## config.mk

```make
export PLATFORM = sky130hd
export DESIGN_NAME = tlc_xing_ctrl
export DESIGN_NICKNAME = d
export VERILOG_FILES = /design/src/rtl/tlc_pkg.sv /design/src/rtl/tlc_interval_timer.sv /design/src/rtl/tlc_sequencer.sv /design/src/rtl/tlc_xing_ctrl.sv
export SDC_FILE = /design/constraint.sdc
export NUM_CORES = 1
export LEC_CHECK = 0
export CORE_AREA = 4 4 41 43
export CTS_CLUSTER_SIZE = 30
export DETAILED_ROUTE_END_ITERATION = 7
export DIE_AREA = 0 0 45 47
export DONT_BUFFER_PORTS = 1
export GPL_ROUTABILITY_DRIVEN = 0
export SLEW_MARGIN = 40
export SYNTH_ARGS = -nofsm -noshare
export SYNTH_HDL_FRONTEND = slang
export SYNTH_SLANG_ARGS = --single-unit
```

## constraint.sdc

```tcl
create_clock -name clk -period 3.5 [get_ports clk]
set_clock_uncertainty 0.2 [all_clocks]
set_input_delay 0.35 -clock clk [delete_from_list [all_inputs] [get_ports clk]]
set_output_delay 0.35 -clock clk [all_outputs]
set_load 0.02 [all_outputs]
```

## src/rtl/tlc_pkg.sv

```systemverilog
package tlc_pkg;

   typedef enum logic [1:0] {
      LAMP_RED   = 2'b00,
      LAMP_AMBER = 2'b01,
      LAMP_GREEN = 2'b10
   } lamp_e;

   typedef enum logic [1:0] {
      ST_HWY_GO    = 2'd0,
      ST_HWY_SLOW  = 2'd1,
      ST_FARM_GO   = 2'd2,
      ST_FARM_SLOW = 2'd3
   } phase_e;

endpackage

```

## src/rtl/tlc_interval_timer.sv

```systemverilog
module tlc_interval_timer #(
   parameter int SHORT_TICKS = 3,
   parameter int LONG_TICKS  = 8
) (
   input  logic clk,
   input  logic rst,
   input  logic restart,
   output logic short_done,
   output logic long_done
);
   localparam int CNT_W = $clog2(LONG_TICKS + 1);
   localparam logic [CNT_W-1:0] SHORT_LIM = CNT_W'(SHORT_TICKS);
   localparam logic [CNT_W-1:0] LONG_LIM  = CNT_W'(LONG_TICKS);

   logic [CNT_W-1:0] ticks;

   // counts up from the restart edge and saturates at the long limit
   always_ff @(posedge clk) begin
      if (rst || restart) begin
         ticks <= '0;
      end else if (ticks != LONG_LIM) begin
         ticks <= ticks + 1'b1;
      end
   end

   always_comb begin
      short_done = (ticks >= SHORT_LIM);
      long_done  = (ticks >= LONG_LIM);
   end
endmodule

```

## src/rtl/tlc_sequencer.sv

```systemverilog
module tlc_sequencer
   import tlc_pkg::*;
#(
   parameter bit ONE_HOT = 1'b0
) (
   input  logic       clk,
   input  logic       rst,
   input  logic       car_waiting,
   input  logic       short_done,
   input  logic       long_done,
   output logic       restart,
   output logic [1:0] hwy_light,
   output logic [1:0] farm_light
);
   phase_e cur;
   phase_e nxt;

   always_comb begin
      nxt = cur;
      unique case (cur)
         ST_HWY_GO:    if (car_waiting && long_done)   nxt = ST_HWY_SLOW;
         ST_HWY_SLOW:  if (short_done)                 nxt = ST_FARM_GO;
         ST_FARM_GO:   if (!car_waiting || long_done)  nxt = ST_FARM_SLOW;
         ST_FARM_SLOW: if (short_done)                 nxt = ST_HWY_GO;
         default:                                      nxt = ST_HWY_GO;
      endcase
   end

   assign restart = (nxt != cur);

   generate
      if (ONE_HOT) begin : g_onehot
         logic [3:0] hot;
         always_ff @(posedge clk) begin
            if (rst) hot <= 4'b0001;
            else     hot <= 4'b0001 << nxt;
         end
         always_comb begin
            unique case (1'b1)
               hot[1]:  cur = ST_HWY_SLOW;
               hot[2]:  cur = ST_FARM_GO;
               hot[3]:  cur = ST_FARM_SLOW;
               default: cur = ST_HWY_GO;
            endcase
         end
      end else begin : g_binary
         phase_e st_q;
         always_ff @(posedge clk) begin
            if (rst) st_q <= ST_HWY_GO;
            else     st_q <= nxt;
         end
         assign cur = st_q;
      end
   endgenerate

   always_comb begin
      hwy_light  = LAMP_RED;
      farm_light = LAMP_RED;
      unique case (cur)
         ST_HWY_GO:    hwy_light  = LAMP_GREEN;
         ST_HWY_SLOW:  hwy_light  = LAMP_AMBER;
         ST_FARM_GO:   farm_light = LAMP_GREEN;
         ST_FARM_SLOW: farm_light = LAMP_AMBER;
         default:      hwy_light  = LAMP_RED;
      endcase
   end
endmodule

```

## src/rtl/tlc_xing_ctrl.sv

```systemverilog
module tlc_xing_ctrl #(
   parameter int SHORT_TICKS = 3,
   parameter int LONG_TICKS  = 8,
   parameter bit ONE_HOT     = 1'b0
) (
   input  logic       clk,
   input  logic       rst,
   input  logic       car_waiting,
   output logic [1:0] hwy_light,
   output logic [1:0] farm_light,
   output logic       restart,
   output logic       short_done,
   output logic       long_done
);
   generate
      if (SHORT_TICKS < 1) begin : g_bad_short
         $error("SHORT_TICKS must be at least 1");
      end
      if (LONG_TICKS <= SHORT_TICKS) begin : g_bad_long
         $error("LONG_TICKS must exceed SHORT_TICKS");
      end
   endgenerate

   tlc_interval_timer #(
      .SHORT_TICKS (SHORT_TICKS),
      .LONG_TICKS  (LONG_TICKS)
   ) u_timer (
      .clk        (clk),
      .rst        (rst),
      .restart    (restart),
      .short_done (short_done),
      .long_done  (long_done)
   );

   tlc_sequencer #(
      .ONE_HOT (ONE_HOT)
   ) u_seq (
      .clk         (clk),
      .rst         (rst),
      .car_waiting (car_waiting),
      .short_done  (short_done),
      .long_done   (long_done),
      .restart     (restart),
      .hwy_light   (hwy_light),
      .farm_light  (farm_light)
   );
endmodule

```

==> impl_metrics.tcl <==
set metrics [dict create \
    fin_nets 48 \
    drtPass1Iterations 4 \
    finalWirelength_microns 622 \
    die-area_sq_mm 0.002115 \
    p_per_area_mw_per_mm2 416.4 \
    synthDistinctLibCells 20 \
    min_path_cells 2 \
    reg2reg_to "u_timer.ticks[1]$_SDFFE_PP0N_" \
    final_cell_mix "nor2_1 (7), dfxtp_1 (6)" \
    r2r-start "u_timer.ticks[3]$_SDFFE_PP0N_" \
    status "completed" \
    cts_resized 0 \
    min_period_ns 1.903 \
    max_freq_ghz 0.5254 \
    io_pins 10 \
    fin_crit_sh_pct 54.38 \
    avgSynthCellArea_sq_um 8.983 \
    crit_arrival_ns 1.35 \
    cts_tree "done" \
    path_max_fanout 4 \
    numClockSinks 6 \
    cts_made_buffers 3 \
    syn_area_sq_um 350.3 \
    netlist_instances 39 \
    cp-end-kind "primary output" \
    grt_max_degree 11 \
    synth_edf_count 0 \
    rows 13 \
    ys_seq_area_share_pct 34.29 \
    critPathRequiredTime_ns 2.95 \
    crit_path_cell_trace "ha_1 > nor2_1 > mux2i_1 > o32a_1" \
    setup_violations 0 \
    antenna_cells 0 \
    antenna_found_initial 0 \
    final_common_cell "nor2_1" \
    maxSlewViolCount 0 \
    placed_cells 52 \
    fill_cells 144 \
    core_sq_mm 0.001301 \
    cts.clk_slew.worst_paths_ns 0.04 \
    htreeDepth 1 \
    hpwl_microns 464 \
    die_width_microns 45 \
    worst_pin_slew_ns 0.4488 \
    cp-start-kind "flop" \
    synthFlopType "dfxtp_1" \
    relSlewSlack_pct 70.04 \
    regArea_sq_um 120.1 \
    ant_nets 0 \
    drc_errors 0 \
    r2r_cells 3 \
    clockBufferDepth 2 \
    multi_input_area_sq_um 214.0 \
    slowest_delay_ns 0.38 \
    finalSetupTns_ns 0 \
    final_hold_viol_count 0 \
    clockRootBuffer "clkbuf_4" \
    stdcell_count 56 \
    rsz0062_at_grt "false" \
    viasPerCell 4.732 \
    drive_above_1_share_pct 9.756 \
    clock_latency_ns 0.24 \
    yosys_warnings 0 \
    start_util_pct 26.92 \
    synthArstFlopShare_pct 0 \
    r2r_slack_ns 1.94 \
    slowest_stage "dfxtp_1" \
    mappedNetlistNets 44 \
    crit_buf_inv 0 \
    maxCapViolCount 0 \
    grt_pass1_vias 242 \
    min-delay-start "rst" \
    worstHoldEndpoint "u_timer.ticks[2]$_SDFFE_PP0N_" \
    grt_pass1_wl_mm 1.055 \
    routedWlPerCell_microns 11.11 \
    grt_usage_pct 7.601 \
    die_h_microns 47 \
    port_buffers 0 \
    grt_remaining_overflow 0 \
    routed-via-count 265 \
    p_leak_nw 0.1727 \
    min-delay-path-class "in2reg" \
    vdd_drop_max_v 0.0001853 \
    critical_path_depth 4 \
    crit_family "flip-flops" \
    drtIter0Drc 5 \
    worstSetupPathType "reg2out" \
    synth-seq-cells 6 \
    area.growth.synth_to_final_pct 12.14 \
]
==> sequential cells by signal (all words and copies together), names as in the netlist <==
name,cells
u_timer.ticks,4
u_seq.cur,2
==> layout make-up <==
cell class                      count  area share, %
Multi-Input combinational cell     29          54.46
Inverter                            2          1.911
Timing Repair Buffer                1          2.548
Tap cell                           15          4.777
Sequential cell                     6          30.57
Clock buffer                        3          5.732
==> synth_stat cells, types with 2 or more instances <==
cell type  count  area, sq um
dfxtp_1        6        120.1
ha_1           2        25.02
inv_1          2        7.510
mux2i_1        3        30.03
nor2_1         7        26.28
nor2b_1        3        18.77
xor2_1         3        26.28
==> kinds of logic after synthesis <==
family          count (synthesis)  synth area share [%]
compound gates                  3                 7.501
mux                             3                 8.572
buf+inv                         4                 4.641
flops                           6                 34.29
fa+ha+maj                       2                 7.142
xor+xnor                        4                 10.00
simple gates                   17                 27.86
==> power by group <==
part	switching [W]	leakage (nW)	internal [W]
logic	0.0000113	0.110	0.0000118
registers	0.00000527	0.0490	0.0000726
clock network	0.0000238	0.0138	0.0000387
==> per-stage QoR <==
step            power (W)  hold slack [ns]  setup WS, ns  instance area, sq um  utilization, %
2_1_floorplan  0.00009777           0.2224         1.933                 350.3               -
3_3_place_gp    0.0001005           0.2248         1.844                 360.3           27.69
3_5_place_dp    0.0001016           0.2257         1.834                 360.3           27.69
4_1_cts         0.0001685           0.1278         1.573                 392.9           30.19
5_1_grt         0.0001790           0.1290         1.453                 392.9           30.19
6_report        0.0001636           0.1351         1.597                 392.9           30.19
==> worst max-delay path by stage <==
stage                             startpoint  endpoint
6_report       u_timer.ticks[0]$_SDFFE_PP0N_   restart
5_1_grt        u_timer.ticks[0]$_SDFFE_PP0N_   restart
4_1_cts        u_timer.ticks[0]$_SDFFE_PP0N_   restart
3_5_place_dp   u_timer.ticks[0]$_SDFFE_PP0N_   restart
3_3_place_gp   u_timer.ticks[0]$_SDFFE_PP0N_   restart
2_1_floorplan  u_timer.ticks[0]$_SDFFE_PP0N_   restart
==> what timing repair did <==
item,in CTS,in global routing
endpoints found under the hold margin,2,0
hold buffers,1,0
setup buffers,0,0
==> per-layer routing <==
layer / up-vias / part of all wire, % / global-route usage [%]
met5: - / 0 / 0
met1: 113 / 47 / 8.467
li1: 137 / - / -
met2: 13 / 37 / 9.322
met4: 0 / 0.64 / 3.509
met3: 2 / 15 / 7.663
==> worst register-to-register path: stages (launching register included) <==
cell	delay (ns)
dfxtp_1	0.59
or3_4	0.26
a2bb2oi_1	0.31
nor2_1	0.09
(Power assumes the default switching activity.)
